==> src/rtl/gpio_edge_pkg.sv <==
package gpio_edge_pkg;

  localparam int REG_W = 32;

  // word index of each register (byte offset / 4)
  localparam int IDX_DIR  = 0;
  localparam int IDX_DATA = 1;
  localparam int IDX_EN   = 2;
  localparam int IDX_CHG  = 3;
  localparam int IDX_MASK = 4;
  localparam int IDX_TYPE = 5;

  typedef enum logic [2:0] {
    SEL_DIR  = 3'd0,
    SEL_DATA = 3'd1,
    SEL_EN   = 3'd2,
    SEL_CHG  = 3'd3,
    SEL_MASK = 3'd4,
    SEL_TYPE = 3'd5,
    SEL_NONE = 3'd7
  } regSel_e;

  typedef struct packed {
    logic dirWr;
    logic dataWr;
    logic enWr;
    logic chgAck;
    logic maskWr;
  } regStrobe_t;

endpackage

==> src/rtl/gpio_edge_sync.sv <==
module gpio_edge_sync #(
  parameter int WIDTH  = 32,
  parameter int STAGES = 2
) (
  input  logic             clk,
  input  logic             rstN,
  input  logic [WIDTH-1:0] asyncIn,
  output logic [WIDTH-1:0] syncOut
);

  logic [WIDTH-1:0] stageQ [STAGES];

  generate
    for (genvar s = 0; s < STAGES; s++) begin : g_stage
      if (s == 0) begin : g_first
        always_ff @(posedge clk or negedge rstN) begin
          if (!rstN) stageQ[s] <= '0;
          else       stageQ[s] <= asyncIn;
        end
      end else begin : g_rest
        always_ff @(posedge clk or negedge rstN) begin
          if (!rstN) stageQ[s] <= '0;
          else       stageQ[s] <= stageQ[s-1];
        end
      end
    end
  endgenerate

  assign syncOut = stageQ[STAGES-1];

endmodule

==> src/rtl/gpio_edge_ctrl.sv <==
module gpio_edge_ctrl
  import gpio_edge_pkg::*;
#(
  parameter int LINES  = 32,
  parameter int ADDR_W = 5
) (
  input  logic              wrEn,
  input  logic [ADDR_W-1:0] addr,
  input  logic [LINES-1:0]  dirVec,
  input  logic [LINES-1:0]  dataRd,
  input  logic [LINES-1:0]  enVec,
  input  logic [LINES-1:0]  chgVec,
  input  logic [LINES-1:0]  maskVec,
  output regStrobe_t        strb,
  output logic [REG_W-1:0]  rdData
);

  localparam int IDX_W = ADDR_W - 2;

  logic [IDX_W-1:0] wordIdx;
  regSel_e          regSel;
  logic [LINES-1:0] lineVal;

  assign wordIdx = addr[ADDR_W-1:2];

  always_comb begin
    regSel = SEL_NONE;
    if (addr[1:0] == 2'b00) begin
      if      (wordIdx == IDX_W'(IDX_DIR))  regSel = SEL_DIR;
      else if (wordIdx == IDX_W'(IDX_DATA)) regSel = SEL_DATA;
      else if (wordIdx == IDX_W'(IDX_EN))   regSel = SEL_EN;
      else if (wordIdx == IDX_W'(IDX_CHG))  regSel = SEL_CHG;
      else if (wordIdx == IDX_W'(IDX_MASK)) regSel = SEL_MASK;
      else if (wordIdx == IDX_W'(IDX_TYPE)) regSel = SEL_TYPE;
    end
  end

  always_comb begin
    strb        = '0;
    strb.dirWr  = wrEn && (regSel == SEL_DIR);
    strb.dataWr = wrEn && (regSel == SEL_DATA);
    strb.enWr   = wrEn && (regSel == SEL_EN);
    strb.chgAck = wrEn && (regSel == SEL_CHG);
    strb.maskWr = wrEn && (regSel == SEL_MASK);
  end

  always_comb begin
    case (regSel)
      SEL_DIR:  lineVal = dirVec;
      SEL_DATA: lineVal = dataRd;
      SEL_EN:   lineVal = enVec;
      SEL_CHG:  lineVal = chgVec;
      SEL_MASK: lineVal = maskVec;
      default:  lineVal = '0;
    endcase
    rdData = '0;
    if (regSel == SEL_TYPE) rdData = '1;
    else                    rdData[LINES-1:0] = lineVal;
  end

endmodule

==> src/rtl/gpio_edge_dp.sv <==
module gpio_edge_dp
  import gpio_edge_pkg::*;
#(
  parameter int LINES       = 32,
  parameter int SYNC_STAGES = 2
) (
  input  logic             clk,
  input  logic             rstN,
  input  regStrobe_t       strb,
  input  logic [LINES-1:0] wrBits,
  input  logic [LINES-1:0] pinIn,
  output logic [LINES-1:0] pinOut,
  output logic [LINES-1:0] pinOe,
  output logic [LINES-1:0] dirVec,
  output logic [LINES-1:0] dataRd,
  output logic [LINES-1:0] enVec,
  output logic [LINES-1:0] chgVec,
  output logic [LINES-1:0] maskVec,
  output logic             irq
);

  logic [LINES-1:0] dirQ, dataQ, enQ, chgQ, maskQ, prevQ;
  logic [LINES-1:0] pinSync, edgeVec, ackVec;

  gpio_edge_sync #(.WIDTH(LINES), .STAGES(SYNC_STAGES)) u_sync (
    .clk     (clk),
    .rstN    (rstN),
    .asyncIn (pinIn),
    .syncOut (pinSync)
  );

  // both-edge detect, input lines only
  assign edgeVec = (pinSync ^ prevQ) & ~dirQ;
  assign ackVec  = strb.chgAck ? wrBits : '0;

  always_ff @(posedge clk or negedge rstN) begin
    if (!rstN) begin
      dirQ  <= '0;
      dataQ <= '0;
      enQ   <= '0;
      chgQ  <= '0;
      maskQ <= '1;
      prevQ <= '0;
    end else begin
      prevQ <= pinSync;
      if (strb.dirWr)  dirQ  <= wrBits;
      if (strb.enWr)   enQ   <= wrBits;
      if (strb.maskWr) maskQ <= wrBits;
      if (strb.dataWr) dataQ <= (dataQ & ~maskQ) | (wrBits & maskQ);
      // a fresh edge outranks a clear in the same cycle
      chgQ <= (chgQ & ~ackVec) | edgeVec;
    end
  end

  assign pinOut  = dataQ;
  assign pinOe   = dirQ;
  assign dirVec  = dirQ;
  assign enVec   = enQ;
  assign chgVec  = chgQ;
  assign maskVec = maskQ;
  assign dataRd  = (dirQ & dataQ) | (~dirQ & pinSync);
  assign irq     = |(chgQ & enQ);

endmodule

==> src/rtl/gpio_edge_top.sv <==
module gpio_edge_top
  import gpio_edge_pkg::*;
#(
  parameter int LINES       = 32,
  parameter int ADDR_W      = 5,
  parameter int SYNC_STAGES = 2
) (
  input  logic              clk,
  input  logic              rstN,
  input  logic              wrEn,
  input  logic [ADDR_W-1:0] addr,
  input  logic [31:0]       wrData,
  output logic [31:0]       rdData,
  input  logic [LINES-1:0]  pinIn,
  output logic [LINES-1:0]  pinOut,
  output logic [LINES-1:0]  pinOe,
  output logic              irq
);

  regStrobe_t       strb;
  logic [LINES-1:0] dirVec, dataRd, enVec, chgVec, maskVec;

  gpio_edge_ctrl #(.LINES(LINES), .ADDR_W(ADDR_W)) u_ctrl (
    .wrEn    (wrEn),
    .addr    (addr),
    .dirVec  (dirVec),
    .dataRd  (dataRd),
    .enVec   (enVec),
    .chgVec  (chgVec),
    .maskVec (maskVec),
    .strb    (strb),
    .rdData  (rdData)
  );

  gpio_edge_dp #(.LINES(LINES), .SYNC_STAGES(SYNC_STAGES)) u_dp (
    .clk     (clk),
    .rstN    (rstN),
    .strb    (strb),
    .wrBits  (wrData[LINES-1:0]),
    .pinIn   (pinIn),
    .pinOut  (pinOut),
    .pinOe   (pinOe),
    .dirVec  (dirVec),
    .dataRd  (dataRd),
    .enVec   (enVec),
    .chgVec  (chgVec),
    .maskVec (maskVec),
    .irq     (irq)
  );

endmodule

==> config.mk <==
export PLATFORM = sky130hd
export DESIGN_NAME = gpio_edge_top
export DESIGN_NICKNAME = d
export VERILOG_FILES = /design/src/rtl/gpio_edge_pkg.sv /design/src/rtl/gpio_edge_sync.sv /design/src/rtl/gpio_edge_ctrl.sv /design/src/rtl/gpio_edge_dp.sv /design/src/rtl/gpio_edge_top.sv
export SDC_FILE = /design/constraint.sdc
export NUM_CORES = 1
export LEC_CHECK = 0
export ABC_AREA = 1
export BUFFER_PORTS_ARGS = -buffer_cell sky130_fd_sc_hd__buf_2
export CORE_ASPECT_RATIO = 1.5
export CORE_MARGIN = 2
export CORE_UTILIZATION = 52
export DETAILED_ROUTE_END_ITERATION = 16
export HOLD_SLACK_MARGIN = 0.02
export PLACE_DENSITY = 0.77
export SETUP_SLACK_MARGIN = 0.4
export SLEW_MARGIN = 20
export SYNTH_ARGS = -nofsm -noshare
export SYNTH_HDL_FRONTEND = slang
export SYNTH_HIERARCHICAL = 1
export SYNTH_SLANG_ARGS = --single-unit
==> constraint.sdc <==
create_clock -name clk -period 2.4 [get_ports clk]
set_clock_uncertainty 0.1 [all_clocks]
set_input_delay 0.72 -clock clk [delete_from_list [all_inputs] [get_ports clk]]
set_output_delay 0.72 -clock clk [all_outputs]
set_load 0.03 [all_outputs]
Word level (Yosys, flattened, before mapping)
Index checks and enable logic that the tools add are counted.
W data, S select, Z words.

storage, ports and cells
  memory bits (writable) = 0
  bits in latches = 0
  bits in read-only memories = 0
  output and inout bits = 97
  memories kept = 0
  flip-flop bits (word level) = 256
  input bits = 72

cells by class
  bitwise operators = 14
  shifts and indexed selects = 0
  add/sub/neg operators = 0
  reduce and logical (&&, ||, !) cells = 9
  $mul = 0
  muxes and demuxes = 10
  equality and inequality tests = 10
  divide/modulo/power cells = 0
  magnitude comparators = 0

operators by type and width
  cell                  count
  $and A32 B32 Y32      7
  $pmux W32 S5          1
  $not A32 Y32          3
  $or A32 B32 Y32       3
  $mux W32              2
  $reduce_or A32 Y1     1
  $xor A32 B32 Y32      1
  $mux W3               6
  $eq A3 B2 Y1 const B  4
  $eq A3 B3 Y1 const B  4
  $eq A3 B1 Y1 const B  2
  $logic_not A3 Y1      2
  $logic_and A1 B1 Y1   5
  $logic_not A2 Y1      1
  $mux W2               1

Depth between registers and ports, before layout
Gate-level depths: netlist of run 1.

  depth after elaboration = 14
  gate-level depth with buffers = 11

Hierarchy
Netlist of run 1, hierarchy kept.

by module, submodules not included
  module          cells an instance  instances  area each (µm²)
  gpio_edge_dp    832                1          7,926.4
  gpio_edge_sync  96                 1          1,841.8
  gpio_edge_ctrl  377                1          1,741.7

Worst setup path before layout of run 1
Ideal clock, no wire load.

  kind = input-to-output
  start point = input addr[2]
  end point = output rdData[25]
  arrival = 1.823 ns
  required time = 1.580 ns
  path buffers = 2
  stages = 8
  path slack = -0.243 ns
  path through = buf_2 inv_1 nand3_2 nor2_2 buf_4 nand2_1 and2_1 nand3_1

on the way
  longest elaborated chain between the ends = 11
  elaborated cells between the ends (all ways) = 21

RTL lines
  what                                        line                  RTL
  start: declaration                          gpio_edge_top.sv:11   input logic [ADDR_W-1:0] addr,
  $eq A3 B3 Y1                                gpio_edge_ctrl.sv:34  else if (wordIdx == IDX_W'(IDX_TYPE)) regSel = SEL_TYPE;
  $mux W2                                     gpio_edge_ctrl.sv:34
  $mux W3                                     gpio_edge_ctrl.sv:33  else if (wordIdx == IDX_W'(IDX_MASK)) regSel = SEL_MASK;
  $mux W3                                     gpio_edge_ctrl.sv:32  else if (wordIdx == IDX_W'(IDX_CHG)) regSel = SEL_CHG;
  $mux W3                                     gpio_edge_ctrl.sv:31  else if (wordIdx == IDX_W'(IDX_EN)) regSel = SEL_EN;
  $mux W3                                     gpio_edge_ctrl.sv:30  else if (wordIdx == IDX_W'(IDX_DATA)) regSel = SEL_DATA;
  $mux W3 *                                   gpio_edge_ctrl.sv:29  if (wordIdx == IDX_W'(IDX_DIR)) regSel = SEL_DIR;
  $mux W3 *                                   gpio_edge_ctrl.sv:28  if (addr[1:0] == 2'b00) begin
  $eq A3 B3 Y1, or another cell as far along  gpio_edge_ctrl.sv:48  case (regSel)
  $pmux W32 S5                                gpio_edge_ctrl.sv:48
  $mux W32 *                                  gpio_edge_ctrl.sv:57  if (regSel == SEL_TYPE) rdData = '1;
  end: declaration                            gpio_edge_top.sv:13   output logic [31:0] rdData,

Mark *: on every way between the ends. The rest lies on a longest branch, timed or not.

Final worst setup path of run 1
  start point = input addr[0]
  end point = output rdData[29]

on the way
  longest elaborated chain between the ends = 5
  elaborated cells between the ends (all ways) = 10

RTL lines
  what                                        line
  $logic_not A2 Y1 *                          gpio_edge_ctrl.sv:28
  $mux W3 *                                   gpio_edge_ctrl.sv:28
  $eq A3 B3 Y1, or another cell as far along  gpio_edge_ctrl.sv:48
  $pmux W32 S5                                gpio_edge_ctrl.sv:48
  $mux W32 *                                  gpio_edge_ctrl.sv:57

Marked as above.

==> out/metrics.yaml, run 1 <==
post-route-period-util: 1.18
syn_area_um2: 11500
synth_edf_count: 0
p_total_mw: 12.8
yosysSeqAreaShare: 0.560
cts_buffers: 26
layout.cells.non_filler: 1777
wl_per_cell_um: 19.5
r2r_slack_ps: 1410
core_um2: 21700
grt_max_degree: 55
slew_violations: 0
synth-seq-cells: 256
crit_path_end_kind: "output pin"
drcViolationCount: 0
path_clk_slew_ps: 60
min_period_ps: 2840
async_flop_share: 1.00
cp_data_required_time_ps: 1580
setup_viol: 33
initial_core_util: 0.530
root_buffer: "clkbuf_16"
nets: 1556
nFillCells: 1584
worst-endpoint-arrival_ps: 2020
worst_slack_ps: -438
drive_gt1_frac: 0.325
multi_input_area_um2: 4460
crit_fanout: 9
relSlewSlack: 0.653
rsz0062_at_grt: "yes"
globalRouteTotalUtil: 0.269
cts_hold_buf: 0
cts.htree.levels: 1
first_iter_violations: 805
synth_fp_nets: 1377
dp_slack_ps: -541
die_h_um: 186
grt_overflow: 0
run_status: "finished with violations"
p_per_area_nw_per_um2: 844
synthCells: 1305
placed_cells: 1672
vias: 9909
synthTopCellsByArea: "dfrtp_1 49%, nand2_1 9.2%, dfstp_2 7.3%"
synth_top_area_cell: "dfrtp_1"
antenna_found_initial: 1
rows: 66
routabilityCongestion: 0.829
fmax_ghz: 0.352
synth_cell_type_count: 26
design.portCount: 169
ff2ff_path_depth: 2
drv_cap: 0
syn_area_per_cell_um2: 8.82
violations: "negative setup slack"
grt_pass1_vias: 9725
drt_wl_total_um: 34700
area_growth_pct: 32.3
whs_ps: 14.3
ctsLongestPathBuffers: 3
hold_class: "input port to asynchronous set/reset pin"
crit_type: "input port to output pin"
cts_tree: "yes"
dieWidth_um: 125
peakVddDrop_uv: 651
place_hpwl_um: 20700
cellLeakagePower_nw: 7.46
ff_latch_area_um2: 6460
clock_latency_ps: 530
io_buffers: 168
start_kind: "input port"
final_core_util: 0.701
avgViaCountPerCell: 5.58
cts_sinks: 256
worst_pin_slew_ps: 520
yosys_warnings: 6
firstDrtPassIters: 5
hold_viol_final: 0
ys.flop_type: "dfrtp_1"
grt_pass1_wl_um: 49700
yosysTopAreaCellShare: 0.487
regToRegStartpoint: "u_dp/maskVec[26]"
die_area_um2: 23400
ant_nets: 0
==> how the worst max path moves through the flow <==
stage,start,end,cells after the start
4_1_cts,addr[1],rdData[15],12
3_5_place_dp,addr[4],rdData[25],9
6_report,addr[0],rdData[29],10
2_1_floorplan,addr[0],rdData[11],8
3_3_place_gp,addr[4],rdData[25],9
5_1_grt,addr[0],rdData[29],10
==> worst max-delay path, cell delays in order <==
cell,delay [ps]
buf_8,100
nor2_4,170
nand3_4,110
nor2_4,170
buf_12,140
buf_6,150
nand2_1,80
and2_0,180
nand3_2,70
buf_6,130
==> layer usage <==
metal / GRT usage / vias to the layer above / wire (µm)
li1: - / 4510 / -
met1: 0.336 / 4831 / 13100
met2: 0.470 / 452 / 17800
met3: 0.0383 / 116 / 2430
met4: 0.117 / 0 / 1340
met5: 0 / - / 0
==> synthesized netlist by cell type, types with 5 or more instances <==
library cell  count
clkbuf_2          5
nor2_1          152
a31oi_1          32
a21oi_1          97
nand4_1          53
nand3_1          36
o21ai_0          93
buf_4            80
and2_0           26
xnor2_1          31
nand2_1         283
dfrtp_1         224
clkbuf_1         12
dfstp_2          32
inv_1           107
buf_2            22
==> power by group <==
part | total [mW] | switching [mW] | internal (mW)
clock network | 4.30 | 1.73 | 2.57
registers | 5.74 | 0.683 | 5.06
logic | 2.81 | 1.70 | 1.10
==> cells by family (layout without fill, tap and decap cells) <==
| group | after synthesis | count (layout) | synth area share |
|---|---|---|---|
| flops | 256 | 256 | 0.560 |
| other cells | 0 | 1 | 0 |
| simple gates | 559 | 559 | 0.207 |
| xor+xnor | 31 | 31 | 0.0236 |
| buf+inv | 233 | 432 | 0.107 |
| compound gates | 226 | 226 | 0.102 |
==> timing repair <==
item	in CTS	in global routing
pin swaps	21	24
hold endpoints to repair	0	0
gates cloned	3	12
setup endpoints to repair	73	121
resized for setup	134	122
setup buffers	13	28
==> area by class of cell <==
| type | count | area share |
|---|---|---|
| antenna | 1 | 0.000164 |
| multi-input combinational | 816 | 0.293 |
| inverter | 110 | 0.0276 |
| clock buffer | 36 | 0.0506 |
| timing repair buffer | 274 | 0.172 |
| tap | 272 | 0.0224 |
| clock inverter | 12 | 0.00978 |
| sequential | 256 | 0.424 |
==> per-stage QoR <==
stage | cell area, µm² | TNS, ps
final | 15200 | -12160
after global routing | 15200 | -13830
after CTS | 14300 | -11380
after detailed placement | 12900 | -20630
after global placement | 12900 | -17410
after floorplan | 12000 | -2560
==> placed cells by master, fill, tap and decap left out, drive strengths merged, types with 29 or more instances in the layout <==
master | netlist | layout
a21oi | 98 | 98
a31oi | 32 | 32
and2 | 29 | 29
buf | 106 | 249
clkbuf | 17 | 61
dfrtp | 224 | 224
dfstp | 32 | 32
inv | 110 | 111
nand2 | 283 | 283
nand3 | 37 | 37
nand4 | 53 | 53
nor2 | 156 | 156
o21ai | 96 | 96
xnor2 | 31 | 31
Power figures use the tool's default switching activity.
==> run 2: changes to the inputs <==
- CORE_UTILIZATION: 52 -> 60
- PLACE_DENSITY: 0.77 -> 0.83
- clock period: 2.4 -> 3.4 ns (I/O delays scaled with it)
==> run 2 against run 1 <==
The run still ends with negative setup slack left. Power fell by 32%. Via count rose by 1.5%. Highest routed layer unchanged. Critical endpoint is now rdData[28]. Die area fell by 13%.
==> out/metrics.yaml, run 2 (synthesized netlist as in run 1, its figures left out) <==
slew_violations: 0
avgViaCountPerCell: 5.86
r2r-end: "u_dp/chgVec[0]"
drive_gt1_frac: 0.304
wl_met2_um: 16800
ant_nets: 0
power_frac_comb: 0.201
internal-power_mw: 5.96
cts_buffers: 25
r2r_slack_ps: 2240
crit_type: "input port to output pin"
cts_hold_buf: 0
first_iter_violations: 1056
nFillCells: 1246
drt_wl_total_um: 33600
hold_class: "register to register"
cts.htree.levels: 1
drcViolationCount: 0
io_buffers: 168
start_kind: "input port"
cts_tree: "yes"
grt_overflow: 0
wl_per_cell_um: 19.6
placed_cells: 1654
hold_viol_final: 0
cp_data_required_time_ps: 2280
worst_slack_ps: -94.4
grt_pass1_vias: 10100
cellLeakagePower_nw: 7.19
dieWidth_um: 117
routabilityCongestion: 0.851
area_growth_pct: 25.0
crit_fanout: 9
run_status: "finished with violations"
netSwitchingFraction: 0.320
regToRegStartpoint: "u_dp/u_sync/syncOut[0]"
initial_core_util: 0.606
peakVddDrop_uv: 529
p_per_area_nw_per_um2: 609
layout_commonest_cell: "nand2_1"
drv_cap: 0
dp_slack_ps: -74.7
ctsLongestPathBuffers: 3
die_area_um2: 20300
p_sw_mw: 2.80
firstDrtPassIters: 6
crit_start: "addr[0]"
die_h_um: 174
path_clk_slew_ps: 60
globalRouteTotalUtil: 0.323
fin_tns_setup_ps: -401
worst-endpoint-arrival_ps: 2370
min_period_ps: 3490
layout_common_cells: "250 x nand2_1, 224 x dfrtp_1, 131 x buf_2"
fmax_ghz: 0.286
top_layer_used: "met4"
grt_max_degree: 64
design.portCount: 169
min_to: "u_dp/u_sync/syncOut[3]"
nets: 1512
root_buffer: "clkbuf_16"
holdPathStages: 0
layout.cells.non_filler: 1715
post-route-period-util: 1.03
setup_viol: 13
rsz0062_at_grt: "yes"
clkPwrFrac: 0.340
final_core_util: 0.757
met1_length_um: 11900
worst_pin_slew_ps: 476
cts_sinks: 256
core_um2: 19000
pwr-share-seq: 0.460
antenna_found_initial: 1
relSlewSlack: 0.683
wl_met3_um: 3000
whs_ps: 247
crit_path_end_kind: "output pin"
grt_pass1_wl_um: 51100
violations: "negative setup slack"
place_hpwl_um: 20200
vias: 10100
rows: 62
clock_latency_ps: 510
ff2ff_path_depth: 2
hp-start: "u_dp/u_sync/stageQ[35]"
==> run 2: per-stage QoR <==
step	power, mW	area [µm²]
after floorplan	5.16	11800
after global placement	5.56	12600
after detailed placement	5.64	12600
after CTS	8.66	13900
after global routing	9.13	14400
final	8.76	14400
==> run 2: critical path: stages <==
cell	delay, ps
buf_8	110
nor2_4	140
buf_6	130
buf_6	150
nand3_2	100
buf_4	190
nor2_1	210
nor2_2	80
nand3_2	100
buf_6	140
==> run 2: worst max path at each step <==
stage,end,slack (ps),cells past startpoint
3_3_place_gp,rdData[5],-40,10
3_5_place_dp,rdData[5],-70,10
5_1_grt,rdData[28],-130,10
4_1_cts,rdData[28],2,12
2_1_floorplan,rdData[10],310,6
6_report,rdData[28],-90,10
==> run 2: repair_timing <==
item,4_1_cts,5_1_grt
gates resized for setup,112,128
pin swaps,20,36
setup endpoints to repair,32,32
gates cloned,4,1
buffers inserted,7,3
==> run 2: power by group through the flow <==
stage	Sequential [mW]	Clock (mW)	Combinational [mW]
floorplan	4.06	0	1.10
global placement	4.02	0	1.54
detailed placement	4.04	0	1.60
CTS	3.99	2.99	1.68
global route	4.09	3.13	1.91
finish	4.03	2.97	1.76
==> run 2: final cells by class <==
| type | instances | area, µm² | share of cell area |
|---|---|---|---|
| Tap cell | 256 | 320 | 0.0223 |
| Inverter | 110 | 439 | 0.0305 |
| Timing Repair Buffer | 231 | 1840 | 0.128 |
| Multi-Input combinational cell | 816 | 4440 | 0.309 |
| Clock inverter | 12 | 170 | 0.0118 |
| Clock buffer | 33 | 726 | 0.0504 |
| Sequential cell | 256 | 6450 | 0.448 |
| Antenna cell | 1 | 2.50 | 0.000174 |
==> run 2: routing by layer <==
layer,track usage,vias up
met2,0.532,613
met4,0.160,0
li1,-,4416
met1,0.406,4851
met3,0.0612,175
met5,0,-
